## src/rtl/lowbat_pkg.sv

```systemverilog
`timescale 1ns/1ps
package lowbat_pkg;
  localparam int CH_SOC   = 0;
  localparam int CH_VOLT  = 1;
  localparam int CH_COUNT = 2;
endpackage

```

## src/rtl/lowbat_capture.sv

```systemverilog
`timescale 1ns/1ps
module lowbat_capture #(
  parameter int W = 16
) (
  input  logic         clk,
  input  logic         rst_n,
  input  logic         valid,
  input  logic [W-1:0] data,
  output logic [W-1:0] held,
  output logic         seen
);
  always_ff @(posedge clk or negedge rst_n) begin
    if (!rst_n) begin
      held <= '0;
      seen <= 1'b0;
    end else if (valid) begin
      held <= data;
      seen <= 1'b1;
    end
  end
endmodule

```

## src/rtl/lowbat_compare.sv

```systemverilog
`timescale 1ns/1ps
module lowbat_compare #(
  parameter int VW    = 16,
  parameter int TW    = 8,
  parameter int SHIFT = 8
) (
  input  logic [VW-1:0] value,
  input  logic [TW-1:0] thr,
  output logic          below
);
  localparam int EW = (TW + SHIFT > VW) ? (TW + SHIFT) : VW;
  logic [EW-1:0] val_x;
  logic [EW-1:0] thr_x;
  assign val_x = EW'(value);
  assign thr_x = EW'({thr, {SHIFT{1'b0}}});
  assign below = (val_x < thr_x);
endmodule

```

## src/rtl/lowbat_latch.sv

```systemverilog
`timescale 1ns/1ps
module lowbat_latch (
  input  logic clk,
  input  logic rst_n,
  input  logic cond,
  input  logic clr,
  output logic flag,
  output logic armed
);
  // armed: condition has been seen false since the last trigger
  always_ff @(posedge clk or negedge rst_n) begin
    if (!rst_n) begin
      flag  <= 1'b0;
      armed <= 1'b1;
    end else if (cond && armed) begin
      flag  <= 1'b1;
      armed <= 1'b0;
    end else begin
      if (clr)   flag  <= 1'b0;
      if (!cond) armed <= 1'b1;
    end
  end
endmodule

```

## src/rtl/lowbat_alarm.sv

```systemverilog
`timescale 1ns/1ps
module lowbat_alarm
  import lowbat_pkg::*;
#(
  parameter int SOC_W      = 16,
  parameter int VOLT_W     = 12,
  parameter int THR_W      = 8,
  parameter int SOC_SHIFT  = 8,
  parameter int VOLT_SHIFT = 3
) (
  input  logic              clk,
  input  logic              rst_n,
  input  logic              soc_valid,
  output logic              soc_ready,
  input  logic [SOC_W-1:0]  soc_value,
  input  logic              volt_valid,
  output logic              volt_ready,
  input  logic [VOLT_W-1:0] volt_value,
  input  logic [THR_W-1:0]  soc_thr,
  input  logic [THR_W-1:0]  volt_thr,
  input  logic              alarm_en,
  input  logic              alm_release,
  input  logic              clr_soc,
  input  logic              clr_volt,
  input  logic              alm_pin_sense,
  output logic              alm_pull_low,
  output logic              pin_status,
  output logic              soc_flag,
  output logic              volt_flag
);
  logic [SOC_W-1:0]  soc_q;
  logic [VOLT_W-1:0] volt_q;
  logic              soc_seen;
  logic              volt_seen;
  logic              started;
  logic [CH_COUNT-1:0] below_vec;
  logic [CH_COUNT-1:0] cond_vec;
  logic [CH_COUNT-1:0] clr_vec;
  logic [CH_COUNT-1:0] flag_vec;
  logic [CH_COUNT-1:0] armed_vec;

  assign soc_ready  = 1'b1;
  assign volt_ready = 1'b1;

  lowbat_capture #(.W(SOC_W)) u_soc_cap (
    .clk(clk), .rst_n(rst_n), .valid(soc_valid), .data(soc_value),
    .held(soc_q), .seen(soc_seen)
  );

  lowbat_capture #(.W(VOLT_W)) u_volt_cap (
    .clk(clk), .rst_n(rst_n), .valid(volt_valid), .data(volt_value),
    .held(volt_q), .seen(volt_seen)
  );

  assign started = soc_seen & volt_seen;

  assign clr_vec[CH_SOC]  = clr_soc;
  assign clr_vec[CH_VOLT] = clr_volt;

  for (genvar gi = 0; gi < CH_COUNT; gi++) begin : g_ch
    if (gi == CH_SOC) begin : g_cmp
      lowbat_compare #(.VW(SOC_W), .TW(THR_W), .SHIFT(SOC_SHIFT)) u_cmp (
        .value(soc_q), .thr(soc_thr), .below(below_vec[gi])
      );
    end else begin : g_cmp
      lowbat_compare #(.VW(VOLT_W), .TW(THR_W), .SHIFT(VOLT_SHIFT)) u_cmp (
        .value(volt_q), .thr(volt_thr), .below(below_vec[gi])
      );
    end
    assign cond_vec[gi] = started & alarm_en & below_vec[gi];
    lowbat_latch u_latch (
      .clk(clk), .rst_n(rst_n), .cond(cond_vec[gi]), .clr(clr_vec[gi]),
      .flag(flag_vec[gi]), .armed(armed_vec[gi])
    );
  end

  assign soc_flag     = flag_vec[CH_SOC];
  assign volt_flag    = flag_vec[CH_VOLT];
  assign alm_pull_low = ~alm_release | (alarm_en & (|flag_vec));
  assign pin_status   = alm_pin_sense;
endmodule

```

## config.mk

```make
export PLATFORM = sky130hd
export DESIGN_NAME = lowbat_alarm
export DESIGN_NICKNAME = d
export VERILOG_FILES = /design/src/rtl/lowbat_pkg.sv /design/src/rtl/lowbat_capture.sv /design/src/rtl/lowbat_compare.sv /design/src/rtl/lowbat_latch.sv /design/src/rtl/lowbat_alarm.sv
export SDC_FILE = /design/constraint.sdc
export NUM_CORES = 1
export LEC_CHECK = 0
export ABC_CLOCK_PERIOD_IN_PS = 2000
export BUFFER_PORTS_ARGS = -buffer_cell sky130_fd_sc_hd__clkbuf_2
export CORE_UTILIZATION = 50
export DETAILED_ROUTE_END_ITERATION = 6
export GPL_TIMING_DRIVEN = 0
export MAX_ROUTING_LAYER = met4
export PLACE_DENSITY = 0.89
export SLEW_MARGIN = 20
export SYNTH_ARGS = -nofsm -noshare
export SYNTH_HDL_FRONTEND = slang
export SYNTH_HIERARCHICAL = 1
export SYNTH_SLANG_ARGS = --single-unit
```

## constraint.sdc

```tcl
create_clock -name clk -period 2 [get_ports clk]
set_input_delay 0.1 -clock clk [delete_from_list [all_inputs] [get_ports clk]]
set_output_delay 0.1 -clock clk [all_outputs]
set_load 0.005 [all_outputs]
```

==> flow_summary_export.csv <==
group,metric,value,unit
placement,io_buffers,43,
placement,gp_congestion,0.785,
clock_network,h-tree-depth,1,
die,core-area,0.00250,mm²
clock_network,cts_sinks,23,
job,maxCapViolCount,0,
clock_network,post_cts_resized,0,
global_routing,grt_max_degree,24,
final_layout,nets,234,
timing,post-route-min-period,1.66,ns
setup_path,critPathKind,"flop to flop",
power,peakVddDrop,0.364,mV
setup_path,path_max_fanout,2,
placement,place_ws,0.340,ns
global_routing,top_usage_layer,"met2",
route,drt_iter0_drc,2,
setup_path,worstSetupStartpointType,"flop",
global_routing,antenna_found_initial,0,
timing,rsz0062_at_grt,"no",
timing,setup_ws,0.339,ns
final_layout,fill_cells,206,
synthesis,synth_cells,112,
setup_path,crit_path_end,"g_ch[0].u_latch/flag",
timing,timing.fmax,0.602,GHz
die,dieArea,0.00286,mm²
synthesis,yosys_warnings,6,
final_layout,layout_commonest_cell,"clkbuf_2",
clock_network,clock-root-buffer,"clkbuf_4",
setup_path,worstPathRequired,2.25,ns
global_routing,grt_use_total,20.9,%
timing,slew_viol_final,0,
setup_path,endpoint_kind,"flop",
final_layout,n_antenna_cell,0,
clock_network,cts_buffers,3,
die,num_rows,18,
setup_path,cp-startpoint,"u_soc_cap/held[10]",
synthesis,synth_area,0.00132,mm²
timing,fin_skew,0.00541,ns
die,die_w,53.5,µm
final_layout,fin_cells,196,
setup_path,r2r-start,"u_soc_cap/held[10]",
timing,final-hold-violation-count,0,
final_layout,syn_to_final_growth,26.0,%
final_layout,final_cell_mix,"clkbuf_2 (43), dfrtp_1 (21), inv_1 (18)",
global_routing,gr-usage-met3,2.87,%
clock_network,clk-insertion-delay-late,0.31,ns
clock_network,clk_pin_slew,0.13,ns
clock_network,cts_tree,"done",
die,start_util,53.0,%
final_layout,final_util,66.7,%
setup_path,ff2ff_path_depth,7,
run_status,status,"finished clean",
global_routing,grt_use_met2,38.8,%
route,drc,0,
global_routing,grt_pass1_wl,4.06,mm
route,wl,2.35,mm
timing,min_period_over_period,83.1,%
final_layout,layout-drive-gt1-share,46.4,%
die,die-height,53.5,µm
global_routing,grt_util_met1,22.5,%
synthesis,syn_area_per_cell,11.8,µm²
global_routing,gr-total-overflow,0,
setup_path,rr_endpoint,"g_ch[0].u_latch/flag",
global_routing,grt_pass1_vias,974,
timing,slew_headroom,62.6,%
route,wl_per_cell,12.0,µm
hold_path,hp-class,"input pin to flop",
power,power_leakage,0.000903,µW
power,cellPowerDensity,608,mW/mm²
route,vias_per_cell,4.82,
timing,fin_setup_tns,0,ns
clock_network,ctsHoldBuffers,6,
placement,dp_cells,186,
route,first_pass_iters,2,
setup_path,rrSetupSlack,0.34,ns
timing,holdWs,0.0126,ns
setup_path,worstPathArrival,1.91,ns
timing,setup_viol,0,
timing,worst_pin_slew,0.561,ns
clock_network,clockBufferDepth,2,
route,postRouteAntennaNets,0,
route,vias,944,
placement,hpwlAfterDp,1.94,mm
die,pin_count,59,
clock_network,cts_setup_buffers,0,
## per-stage QoR
stage | cell area (µm²) | power [µW]
2_1_floorplan | 1330 | 709
3_3_place_gp | 1580 | 789
3_5_place_dp | 1580 | 805
4_1_cts | 1670 | 1030
5_1_grt | 1670 | 1090
6_report | 1670 | 1010
## layout make-up
class	count	area, µm²	share of cell area, %
sequential	23	578	34.7
timing repair buffer	49	275	16.5
tap	30	37.5	2.25
inverter	18	67.6	4.05
multi-input combinational	66	617	37.0
buffer	6	65.1	3.90
clock buffer	3	22.5	1.35
clock inverter	1	5.00	0.300
## worst max-delay path, stage by stage, from the launching register on
cell and delay [ns]:
dfrtp_1 0.40, ha_1 0.33, a211oi_2 0.21, o21ai_1 0.10, a41oi_1 0.21, and4_1 0.23
nand2_1 0.07, o21ai_2 0.05
## state kept, by name, summed over array words and instances (netlist names)
register	flops
u_soc_cap/held	8
g_ch.u_latch/armed	2
u_soc_cap/seen	1
g_ch.u_latch/flag	2
u_volt_cap/held	9
u_volt_cap/seen	1
## routing by layer
metal	share of wire [%]	wire, µm
met1	42	1000
met4	0.76	18
met5	0	0
met2	51	1190
met3	5.9	140
## power breakdown
group / internal, µW / switching [µW] / total [µW]
clock network: 74.7 / 138 / 213
registers: 514 / 29.0 / 543
logic: 152 / 106 / 259
total: 741 / 273 / 1010
## how the worst min path moves through the flow
| stage | start | end | slack, ns | cells past startpoint |
|---|---|---|---|---|
| 3_3_place_gp | rst_n | u_soc_cap/held[14] | 0.11 | 1 |
| 4_1_cts | volt_value[7] | u_volt_cap/held[7] | 0.0009 | 2 |
| 2_1_floorplan | rst_n | g_ch[0].u_latch/flag | -0.20 | 0 |
| 6_report | volt_value[9] | u_volt_cap/held[9] | 0.01 | 2 |
| 5_1_grt | volt_value[9] | u_volt_cap/held[9] | 0.002 | 2 |
| 3_5_place_dp | rst_n | u_soc_cap/held[10] | 0.12 | 1 |
(Power assumes the default switching activity.)
